$ cat config.mk
export PLATFORM = sky130hd
export DESIGN_NAME = nvram_bus_ctrl
export DESIGN_NICKNAME = d
export VERILOG_FILES = /design/src/rtl/nvram_ctrl_pkg.sv /design/src/rtl/nvram_phase_timer.sv /design/src/rtl/nvram_strobe_decode.sv /design/src/rtl/nvram_bus_ctrl.sv
export SDC_FILE = /design/constraint.sdc
export NUM_CORES = 1
export LEC_CHECK = 0
export ABC_AREA = 1
export BUFFER_PORTS_ARGS = -buffer_cell sky130_fd_sc_hd__buf_2
export CORE_MARGIN = 2
export CORE_UTILIZATION = 25
export DETAILED_ROUTE_END_ITERATION = 8
export GPL_ROUTABILITY_DRIVEN = 1
export HOLD_SLACK_MARGIN = 0.05
export PLACE_DENSITY = 0.52
export SLEW_MARGIN = 10
export SYNTH_ARGS = -nofsm -noshare
export SYNTH_HDL_FRONTEND = slang
export SYNTH_SLANG_ARGS = --single-unit
$ cat constraint.sdc
create_clock -name clk -period 1.6 [get_ports clk]
set_input_delay 0.08 -clock clk [delete_from_list [all_inputs] [get_ports clk]]
set_output_delay 0.08 -clock clk [all_outputs]
set_load 0.03 [all_outputs]
$ cat src/rtl/nvram_ctrl_pkg.sv
package nvram_ctrl_pkg;

  typedef enum logic [2:0] {
    ST_IDLE  = 3'd0,
    ST_RD    = 3'd1,
    ST_WSET  = 3'd2,
    ST_WHOLD = 3'd3,
    ST_REC   = 3'd4
  } bus_state_t;

  // largest of three wait counts
  function automatic int longest3(input int a, input int b, input int c);
    int m;
    m = a;
    if (b > m) m = b;
    if (c > m) m = c;
    return m;
  endfunction

  // counter value to load so that a phase lasts n cycles
  function automatic int phase_load(input int n);
    return (n > 0) ? n - 1 : 0;
  endfunction

endpackage

$ cat src/rtl/nvram_phase_timer.sv
module nvram_phase_timer #(
  parameter int CW = 4
) (
  input  logic          clk,
  input  logic          rst_n,
  input  logic          load,
  input  logic [CW-1:0] load_val,
  output logic          done
);
  logic [CW-1:0] cnt;

  always_ff @(posedge clk or negedge rst_n) begin
    if (!rst_n)            cnt <= '0;
    else if (load)         cnt <= load_val;
    else if (cnt != '0)    cnt <= cnt - 1'b1;
  end

  assign done = (cnt == '0);
endmodule

$ cat src/rtl/nvram_strobe_decode.sv
module nvram_strobe_decode
  import nvram_ctrl_pkg::*;
(
  input  bus_state_t st,
  output logic       ce_n,
  output logic       oe_n,
  output logic       we_n,
  output logic       doe
);
  always_comb begin
    ce_n = 1'b1;
    oe_n = 1'b1;
    we_n = 1'b1;
    doe  = 1'b0;
    unique case (st)
      ST_RD:    begin ce_n = 1'b0; oe_n = 1'b0; end
      ST_WSET:  begin ce_n = 1'b0; we_n = 1'b0; doe = 1'b1; end
      ST_WHOLD: doe = 1'b1;
      default:  ;
    endcase
  end
endmodule

$ cat src/rtl/nvram_bus_ctrl.sv
module nvram_bus_ctrl
  import nvram_ctrl_pkg::*;
#(
  parameter int ADDR_W  = 16,
  parameter int DATA_W  = 8,
  parameter int T_AA    = 4,
  parameter int T_CEA   = 3,
  parameter int T_OEA   = 2,
  parameter int T_SETUP = 3,
  parameter int T_HOLD  = 2,
  parameter int T_REC   = 3
) (
  input  logic              clk,
  input  logic              rst_n,
  input  logic              req_valid,
  output logic              req_ready,
  input  logic              req_write,
  input  logic [ADDR_W-1:0] req_addr,
  input  logic [DATA_W-1:0] req_wdata,
  output logic              rsp_valid,
  output logic              rsp_err,
  output logic [DATA_W-1:0] rsp_rdata,
  input  logic              pwr_fail_n,
  output logic [ADDR_W-1:0] mem_addr,
  output logic [DATA_W-1:0] mem_dout,
  output logic              mem_doe,
  input  logic [DATA_W-1:0] mem_din,
  output logic              mem_ce_n,
  output logic              mem_oe_n,
  output logic              mem_we_n
);
  localparam int T_RD  = longest3(T_AA, T_CEA, T_OEA);
  localparam int T_MAX = longest3(T_RD, longest3(T_SETUP, T_HOLD, T_REC), 1);
  localparam int CW    = $clog2(T_MAX + 1) + 1;

  bus_state_t st, st_nxt;
  logic          ld;
  logic [CW-1:0] ld_val;
  logic          t_done;
  logic          accept, finish, capture, fail_seen, busy;
  logic [ADDR_W-1:0] addr_q;
  logic [DATA_W-1:0] wdata_q;

  nvram_phase_timer #(.CW(CW)) u_timer (
    .clk(clk), .rst_n(rst_n), .load(ld), .load_val(ld_val), .done(t_done)
  );

  nvram_strobe_decode u_dec (
    .st(st), .ce_n(mem_ce_n), .oe_n(mem_oe_n), .we_n(mem_we_n), .doe(mem_doe)
  );

  // named events
  assign req_ready = (st == ST_IDLE) && pwr_fail_n;
  assign accept    = req_valid && req_ready;
  assign busy      = (st == ST_RD) || (st == ST_WSET) || (st == ST_WHOLD);

  always_comb begin
    st_nxt  = st;
    ld      = 1'b0;
    ld_val  = '0;
    finish  = 1'b0;
    capture = 1'b0;
    unique case (st)
      ST_IDLE: if (accept) begin
        ld     = 1'b1;
        st_nxt = req_write ? ST_WSET : ST_RD;
        ld_val = req_write ? CW'(phase_load(T_SETUP)) : CW'(phase_load(T_RD));
      end
      ST_RD: if (!pwr_fail_n || t_done) begin
        st_nxt  = ST_REC;
        ld      = 1'b1;
        ld_val  = CW'(phase_load(T_REC));
        finish  = 1'b1;
        capture = pwr_fail_n;
      end
      ST_WSET: if (!pwr_fail_n || t_done) begin
        st_nxt = ST_WHOLD;
        ld     = 1'b1;
        ld_val = CW'(phase_load(T_HOLD));
      end
      ST_WHOLD: if (t_done) begin
        st_nxt = ST_REC;
        ld     = 1'b1;
        ld_val = CW'(phase_load(T_REC));
        finish = 1'b1;
      end
      ST_REC:  if (t_done) st_nxt = ST_IDLE;
      default: st_nxt = ST_IDLE;
    endcase
  end

  always_ff @(posedge clk or negedge rst_n) begin
    if (!rst_n) begin
      st        <= ST_IDLE;
      addr_q    <= '0;
      wdata_q   <= '0;
      fail_seen <= 1'b0;
      rsp_valid <= 1'b0;
      rsp_err   <= 1'b0;
      rsp_rdata <= '0;
    end else begin
      st        <= st_nxt;
      rsp_valid <= finish;
      if (accept) begin
        addr_q    <= req_addr;
        wdata_q   <= req_wdata;
        fail_seen <= 1'b0;
      end else if (busy && !pwr_fail_n) begin
        fail_seen <= 1'b1;
      end
      if (finish) begin
        rsp_err   <= fail_seen || !pwr_fail_n;
        rsp_rdata <= capture ? mem_din : '0;
      end
    end
  end

  assign mem_addr = addr_q;
  assign mem_dout = wdata_q;

  // recovery-gap observer for the checks below
  logic [CW-1:0] gap_cnt;
  always_ff @(posedge clk or negedge rst_n) begin
    if (!rst_n)                                        gap_cnt <= CW'(T_REC);
    else if (!mem_ce_n)                                gap_cnt <= '0;
    else if (mem_we_n && gap_cnt < CW'(T_REC))         gap_cnt <= gap_cnt + 1'b1;
  end

  AST_NO_BUS_FIGHT: assert property (@(posedge clk) disable iff (!rst_n)
    !(mem_doe && !mem_oe_n));
  AST_ADDR_HELD: assert property (@(posedge clk) disable iff (!rst_n)
    ((!mem_ce_n || mem_doe) && $past(!mem_ce_n || mem_doe)) |-> $stable(mem_addr));
  AST_WE_NEEDS_DOE: assert property (@(posedge clk) disable iff (!rst_n)
    !mem_we_n |-> mem_doe);
  AST_PF_BLOCKS_START: assert property (@(posedge clk) disable iff (!rst_n)
    (!pwr_fail_n && st == ST_IDLE) |=> mem_ce_n);
  AST_RECOVERY_GAP: assert property (@(posedge clk) disable iff (!rst_n)
    $fell(mem_ce_n) |-> (gap_cnt >= CW'(T_REC)));
  AST_READY_QUIET: assert property (@(posedge clk) disable iff (!rst_n)
    req_ready |-> (mem_ce_n && mem_we_n && mem_oe_n && !mem_doe));
  AST_SINGLE_RSP: assert property (@(posedge clk) disable iff (!rst_n)
    rsp_valid |=> !rsp_valid);
  AST_PF_READ_STOP: assert property (@(posedge clk) disable iff (!rst_n)
    (!pwr_fail_n && st == ST_RD) |=> (mem_ce_n && rsp_valid && rsp_err));

endmodule

==> results of run 1 <==
## stage by stage
stage	hold slack [ps]	total power (W)	setup slack, ps	std cells
floorplan	-216	0.00388	247	218
global placement	68.2	0.00466	85.2	391
detailed placement	66.0	0.00469	64.8	391
CTS	53.7	0.00546	63.7	432
global route	80.4	0.00585	3.35	432
finish	69.6	0.00541	155	432
## kinds of logic (layout without fill, tap and decap cells)
logic type | count (synthesis) | count (layout)
simple gates | 121 | 121
xor+xnor | 1 | 1
buf+inv | 30 | 145
fa+ha+maj | 1 | 1
mux | 1 | 1
flops | 42 | 42
compound gates | 22 | 22
## power groups by stage
stage / Sequential (W) / Combinational [W] / Clock [W]
after floorplan: 0.00262 / 0.00126 / 0
after global placement: 0.00186 / 0.00280 / 0
after detailed placement: 0.00186 / 0.00283 / 0
after CTS: 0.00185 / 0.00290 / 0.000719
after global routing: 0.00192 / 0.00317 / 0.000762
final: 0.00185 / 0.00288 / 0.000687
## layout make-up
type / instances / area (sq um) / share of cell area (%)
tap: 99 / 124 / 4.42
sequential: 42 / 1050 / 37.5
inverter: 25 / 98.8 / 3.53
clock buffer: 5 / 68.8 / 2.45
multi-input combinational: 146 / 694 / 24.8
clock inverter: 3 / 18.8 / 0.669
timing repair buffer: 112 / 748 / 26.7
## flip-flops by register name, summed over array words and instances, names as in the netlist
signal	cells
fail_seen	1
mem_addr	16
mem_dout	8
rsp_err	1
rsp_rdata	8
rsp_valid	1
st	3
u_timer.cnt	4
## path summary, 6_finish.rpt
path | startpoint | end | slack [ps] | depth (start not counted)
min in group asynchronous | rst_n | mem_dout[1] | 270 | 2
max | st[0] | req_ready | 150 | 4
min reg2reg | mem_dout[1] | mem_dout[1] | 480 | 2
max in group asynchronous | rst_n | rsp_err | 850 | 3
min | pwr_fail_n | fail_seen | 70 | 2
max reg2reg | u_timer.cnt[0] | st[0] | 160 | 9
## cells in the final DEF (no fill, tap or decap), types with 2 or more instances in the layout
cell type / netlist / routed
a21oi_1: 4 / 4
clkinv_2: 0 / 2
o21ai_1: 1 / 2
o21ai_0: 15 / 14
inv_6: 1 / 2
nand2_1: 88 / 88
nand3_1: 7 / 6
buf_4: 0 / 3
clkbuf_8: 0 / 5
nand2_2: 11 / 11
buf_2: 3 / 75
dlygate4sd3_1: 0 / 33
inv_1: 24 / 24
dfrtp_1: 42 / 42
nor2_1: 10 / 10
## worst reg2reg max path, delay by kind of cell, from the launching register on
family                   cells  cell delay (ps)
adder cells (fa/ha/maj)      1              220
flip-flops                   1              390
AND/OR/NAND/NOR              6              510
buffers and inverters        2              220
## layer usage
| layer | track usage, % | vias to the layer above | part of all wire (%) | wire, um |
|---|---|---|---|---|
| met5 | 0 | - | 0 | 0 |
| met4 | 2.90 | 0 | 0.97 | 46 |
| met3 | 3.09 | 5 | 4.3 | 204 |
| met2 | 20.3 | 41 | 50 | 2380 |
| met1 | 14.8 | 789 | 44 | 2100 |
| li1 | - | 890 | - | - |
## repair_timing
| item | in CTS | in global routing |
|---|---|---|
| gates resized for setup | 0 | 3 |
| endpoints found under the hold margin | 50 | 0 |
| endpoints found under the setup margin | 0 | 14 |
| hold buffers | 33 | 0 |
==> qor.txt, run 1 <==
Leak - 1.58 nW
status - complete, no violations
Slew Viols, Final - 0
DR iter-0 viols - 68
Layout area overhead - 48.9%
average size of a mapped cell - 8.64 sq um
Routed wire per std cell - 10.9 um
dpl cell area - 2380 sq um
Synth area leaders - dfrtp_1 (56%), nand2_1 (18%), inv_1 (4.8%), o21ai_0 (4.0%), nand2_2 (3.7%)
core footprint - 7290 sq um
internal power - 0.00276 W
CTS HTree Levels - 2
setup tns final - 0 ps
number of flops mapped to enable cells by yosys - 0
synth unique cells - 23
Syn Nets - 256
Comb pwr share - 53.1%
Cells after Synth - 218
RSZ-0062 raised after global routing - false
final hold violation count - 0
required time of the critical path - 1520 ps
Hold Crit Class - in -> reg
post-synthesis mux area share - 0.532%
Routed Antenna Nets - 0
Nets - 370
Worst Path Buf+Inv - 1
chip width - 90.8 um
post-synthesis register bit count - 42
worst skew pair latency - 290 ps
Synth top area share - 55.8%
critical path's slowest cell - dfrtp_1
post-synthesis compound-gate area fraction - 6.11%
final worst-path cycle share - 90.3%
CP peak stage delay - 470 ps
vias in the first global route - 1659
Period minus WS final - 1450 ps
fillers - 777
cell with the most instances after synthesis - nand2_1
Clock power frac - 12.7%
Core Rows - 31
CTS tree - built
Max Cap Violations - 0
Post-Synth Adder-Cell Area - 0.664%
layout cells sized above 1 - 31.8%
Chip Height - 90.8 um
Setup Skew - 7.91 ps
fraction of registers with async set/reset - 100%
PwrDens - 1930 nW/um^2
fmax - 0.692 GHz
Reg clk slew, reported paths - 80 ps
worst endpoint data arrival time - 1370 ps
Post-Synth XOR/XNOR Area - 0.465%
first-pass GRT wire length - 7880 um
net switching power - 0.00265 W
largest area contributor in the netlist - dfrtp_1
Warnings, synthesis - 0
Slew HR - 68.6%
Worst-Margin Slew - 471 ps
Initial Util - 25.8%
largest family of logic cells by synthesized area - simple AND/OR/NAND/NOR gates
sequential share of power - 34.2%
critical-path cell list - nor2_4, nand2_4, nor2_8, buf_2
CP Class - reg -> out
grt total ovfl - 0
Setup Fix Bufs, Post-CTS - 0
Final Util - 38.5%
WL final - 4730 um
Ports - 76
largest net degree at the start of global routing - 26
Setup-failing EPs final - 0
total track usage - 11.8%
top post-synthesis cells by count - nand2_1 (88), dfrtp_1 (42), inv_1 (24)
Sink Count - 42
worst-path fanout max - 5
Die ar. - 8240 sq um
root buf cell - clkbuf_8
via count - 1725
placer's final routability congestion estimate - 0.860
Max clock buf depth - 2
critical path endpoint category - primary output
Pre-Repair DR Iteration Count - 4
I/O Buffers - 75
Post-Layout Inst Area - 2800 sq um
final HPWL from detailed placement - 3260 um
Ant. Diodes - 0
Netlist Area Pre-Place - 1880 sq um
cts bufs inserted - 5
dominant synthesized flop cell - dfrtp_1
DR vias/cell - 3.99
Peak VDD IR - 0.738 mV
crit start category - flip-flop
CP delay by family, top - flip-flops
sw frac - 49.0%
initial antenna violation count - 0
post-synthesis sequential area ratio - 55.8%
Remaining DRCs - 0
simple-gate share of the synthesized area - 28.7%
No activity file was read; power rests on OpenSTA's default activity.
==> run 2, diff against run 1 <==
--- a/config.mk
+++ b/config.mk
@@ -9,9 +9,12 @@
 export BUFFER_PORTS_ARGS = -buffer_cell sky130_fd_sc_hd__buf_2
 export CORE_MARGIN = 2
 export CORE_UTILIZATION = 25
+export CTS_BUF_LIST = sky130_fd_sc_hd__clkbuf_16
+export CTS_CLUSTER_DIAMETER = 150
 export DETAILED_ROUTE_END_ITERATION = 8
 export GPL_ROUTABILITY_DRIVEN = 1
 export HOLD_SLACK_MARGIN = 0.05
+export MAX_ROUTING_LAYER = met4
 export PLACE_DENSITY = 0.52
 export SLEW_MARGIN = 10
 export SYNTH_ARGS = -nofsm -noshare
==> run 2 against run 1 <==
Against the previous run: first-iteration DRC count shrank 2.9%; clock skew shrank 3.3 ps; global-route usage grew 0.10 points; via count is the same; critical path type is now reg -> reg; critical endpoint is now st[0]; largest power group unchanged.
==> qor.txt, run 2 (synthesis gave the netlist of run 1 again) <==
status - complete, no violations
worst-path fanout max - 7 (+2)
worst endpoint data arrival time - 1600 ps (+230 ps)
Max Cap Violations - 0 (unchanged)
Worst Reg-to-Reg Cells - 9 (unchanged)
Setup Skew - 4.57 ps (-3.34 ps)
layout cells sized above 1 - 32.4% (+0.59 points)
Clock power frac - 17.2% (+4.5 points)
Sink Count - 42 (unchanged)
final hold violation count - 0 (unchanged)
grt total ovfl - 0 (unchanged)
Ports - 76 (unchanged)
DR iter-0 viols - 66 (-2.9%)
Worst Path Buf+Inv - 2 (+1)
crit start category - flip-flop
vias in the first global route - 1650 (-0.54%)
Crit. path cell count - 9 (+5)
critical path endpoint category - flip-flop
CTS tree - built
Period minus WS final - 1440 ps (-4.27 ps)
DR vias/cell - 4.02 (+0.70%)
largest net degree at the start of global routing - 26 (unchanged)
reg2reg start - u_timer.cnt[0]
worst skew pair latency - 280 ps (about the same)
chip width - 90.8 um (unchanged)
Nets - 367 (-0.81%)
Comb pwr share - 50.3% (-2.8 points)
Die ar. - 8240 sq um (unchanged)
via count - 1725 (unchanged)
Remaining DRCs - 0 (unchanged)
Routed wire per std cell - 10.9 um (-0.73%)
Slew HR - 68.5% (-0.099 points)
Tot Pwr - 0.00571 W (+5.5%)
CP Class - reg -> reg
cts bufs inserted - 5 (unchanged)
first-pass GRT wire length - 7780 um (-1.2%)
fmax - 0.694 GHz (+0.30%)
sequential share of power - 32.5% (-1.7 points)
internal power - 0.00303 W (+9.9%)
root buf cell - clkbuf_16
Setup Fix Bufs, Post-CTS - 0 (unchanged)
Hold Crit Class - in -> reg
max FFs per register - 16 (unchanged)
Core Rows - 31 (unchanged)
Worst-Margin Slew - 473 ps (+1.49 ps)
Leak - 1.59 nW (+0.92%)
CTS HTree Levels - 2 (unchanged)
net switching power - 0.00268 W (+0.92%)
commonest non-fill, non-tap cell in the layout - nand2_1
most frequent cells in the layout - nand2_1 (88), buf_2 (75), dfrtp_1 (42)
Reg clk slew, reported paths - 60 ps (-20 ps)
core footprint - 7290 sq um (unchanged)
sw frac - 46.9% (-2.1 points)
RSZ-0062 raised after global routing - false
Setup-failing EPs final - 0 (unchanged)
WL final - 4660 um (-1.4%)
CP peak stage delay - 380 ps (-90 ps)
final HPWL from detailed placement - 3260 um (unchanged)
critical-path cell list - inv_1, ha_2, nand2_2, inv_1, nor2_1, nor2_1, nand3_1, nand2_1, nand2_1
placer's final routability congestion estimate - 0.874 (+1.6%)
Peak VDD IR - 0.752 mV (+1.9%)
required time of the critical path - 1760 ps (+240 ps)
Initial Util - 25.8% (unchanged)
Max clock buf depth - 2 (unchanged)
Worst Setup EP - st[0]
critical path's slowest cell - dfrtp_1
Routed Antenna Nets - 0 (unchanged)
total track usage - 11.9% (+0.10 points)
CP delay by family, top - simple AND/OR/NAND/NOR gates
Slew Viols, Final - 0 (unchanged)
I/O Buffers - 75 (unchanged)
Chip Height - 90.8 um (unchanged)
Layout area overhead - 50.5%
R2R setup slack - 160 ps (about the same)
final worst-path cycle share - 90.1% (-0.27 points)
RR Endpoint - st[0]
Ant. Diodes - 0 (unchanged)
initial antenna violation count - 0 (unchanged)
Critical path origin - u_timer.cnt[0]
Pre-Repair DR Iteration Count - 4 (unchanged)
setup tns final - 0 ps (unchanged)
PwrDens - 2010 nW/um^2 (+4.4%)
run 2: area by class of cell:
type / instances / area (sq um)
fillers: 775 / 4460
flip-flops and latches: 42 / 1050
repair buffers: 109 / 718
multi-input cells: 146 / 698
clock buffers: 5 / 125
well taps: 99 / 124
inverters: 25 / 98.8
clock inverters: 3 / 18.8
run 2: worst min path at each step:
stage | endpoint | from | slack, ps | cells past startpoint
final | rsp_rdata[7] | mem_din[7] | 50 | 3
after global placement | mem_dout[1] | rst_n | 70 | 1
after detailed placement | mem_dout[1] | rst_n | 70 | 1
after floorplan | fail_seen | rst_n | -220 | 0
after CTS | rsp_rdata[2] | mem_din[2] | 50 | 3
after global routing | rsp_rdata[2] | mem_din[2] | 70 | 3
run 2: worst reg2reg max path, stage by stage (launching register included):
cell	delay, ps
dfrtp_1	380
inv_1	80
ha_2	220
nand2_2	120
inv_1	140
nor2_1	60
nor2_1	90
nand3_1	100
nand2_1	80
nand2_1	50
run 2: what timing repair did:
item,CTS,global route
setup endpoints to repair,0,14
resized for setup,0,4
hold endpoints to repair,47,0
hold buffers,30,0
run 2: power by group through the flow:
stage                     sequential, W  clock [W]  combinational (W)
after floorplan                 0.00262          0            0.00126
after detailed placement        0.00186          0            0.00283
after global placement          0.00186          0            0.00280
after CTS                       0.00185    0.00102            0.00289
after global routing            0.00192    0.00106            0.00316
final                           0.00185   0.000981            0.00287
run 2: stage by stage:
stage	hold WS, ps	utilization (%)	area [sq um]	cells	worst slack [ps]
after global placement	68.2	32.6	2380	391	85.2
after detailed placement	66.0	32.6	2380	391	64.8
after floorplan	-216	-	1880	218	247
final	50.0	38.9	2830	429	159
after global routing	71.0	38.9	2830	429	17.6
after CTS	52.9	38.7	2820	429	62.8
run 2: per-layer routing:
| metal | vias to the layer above | global-route usage [%] | wire length, um |
|---|---|---|---|
| li1 | 886 | - | - |
| met4 | 0 | 2.53 | 0 |
| met2 | 54 | 20.2 | 2330 |
| met1 | 785 | 14.5 | 2100 |
| met3 | 0 | 2.75 | 229 |
| met5 | - | - | 0 |
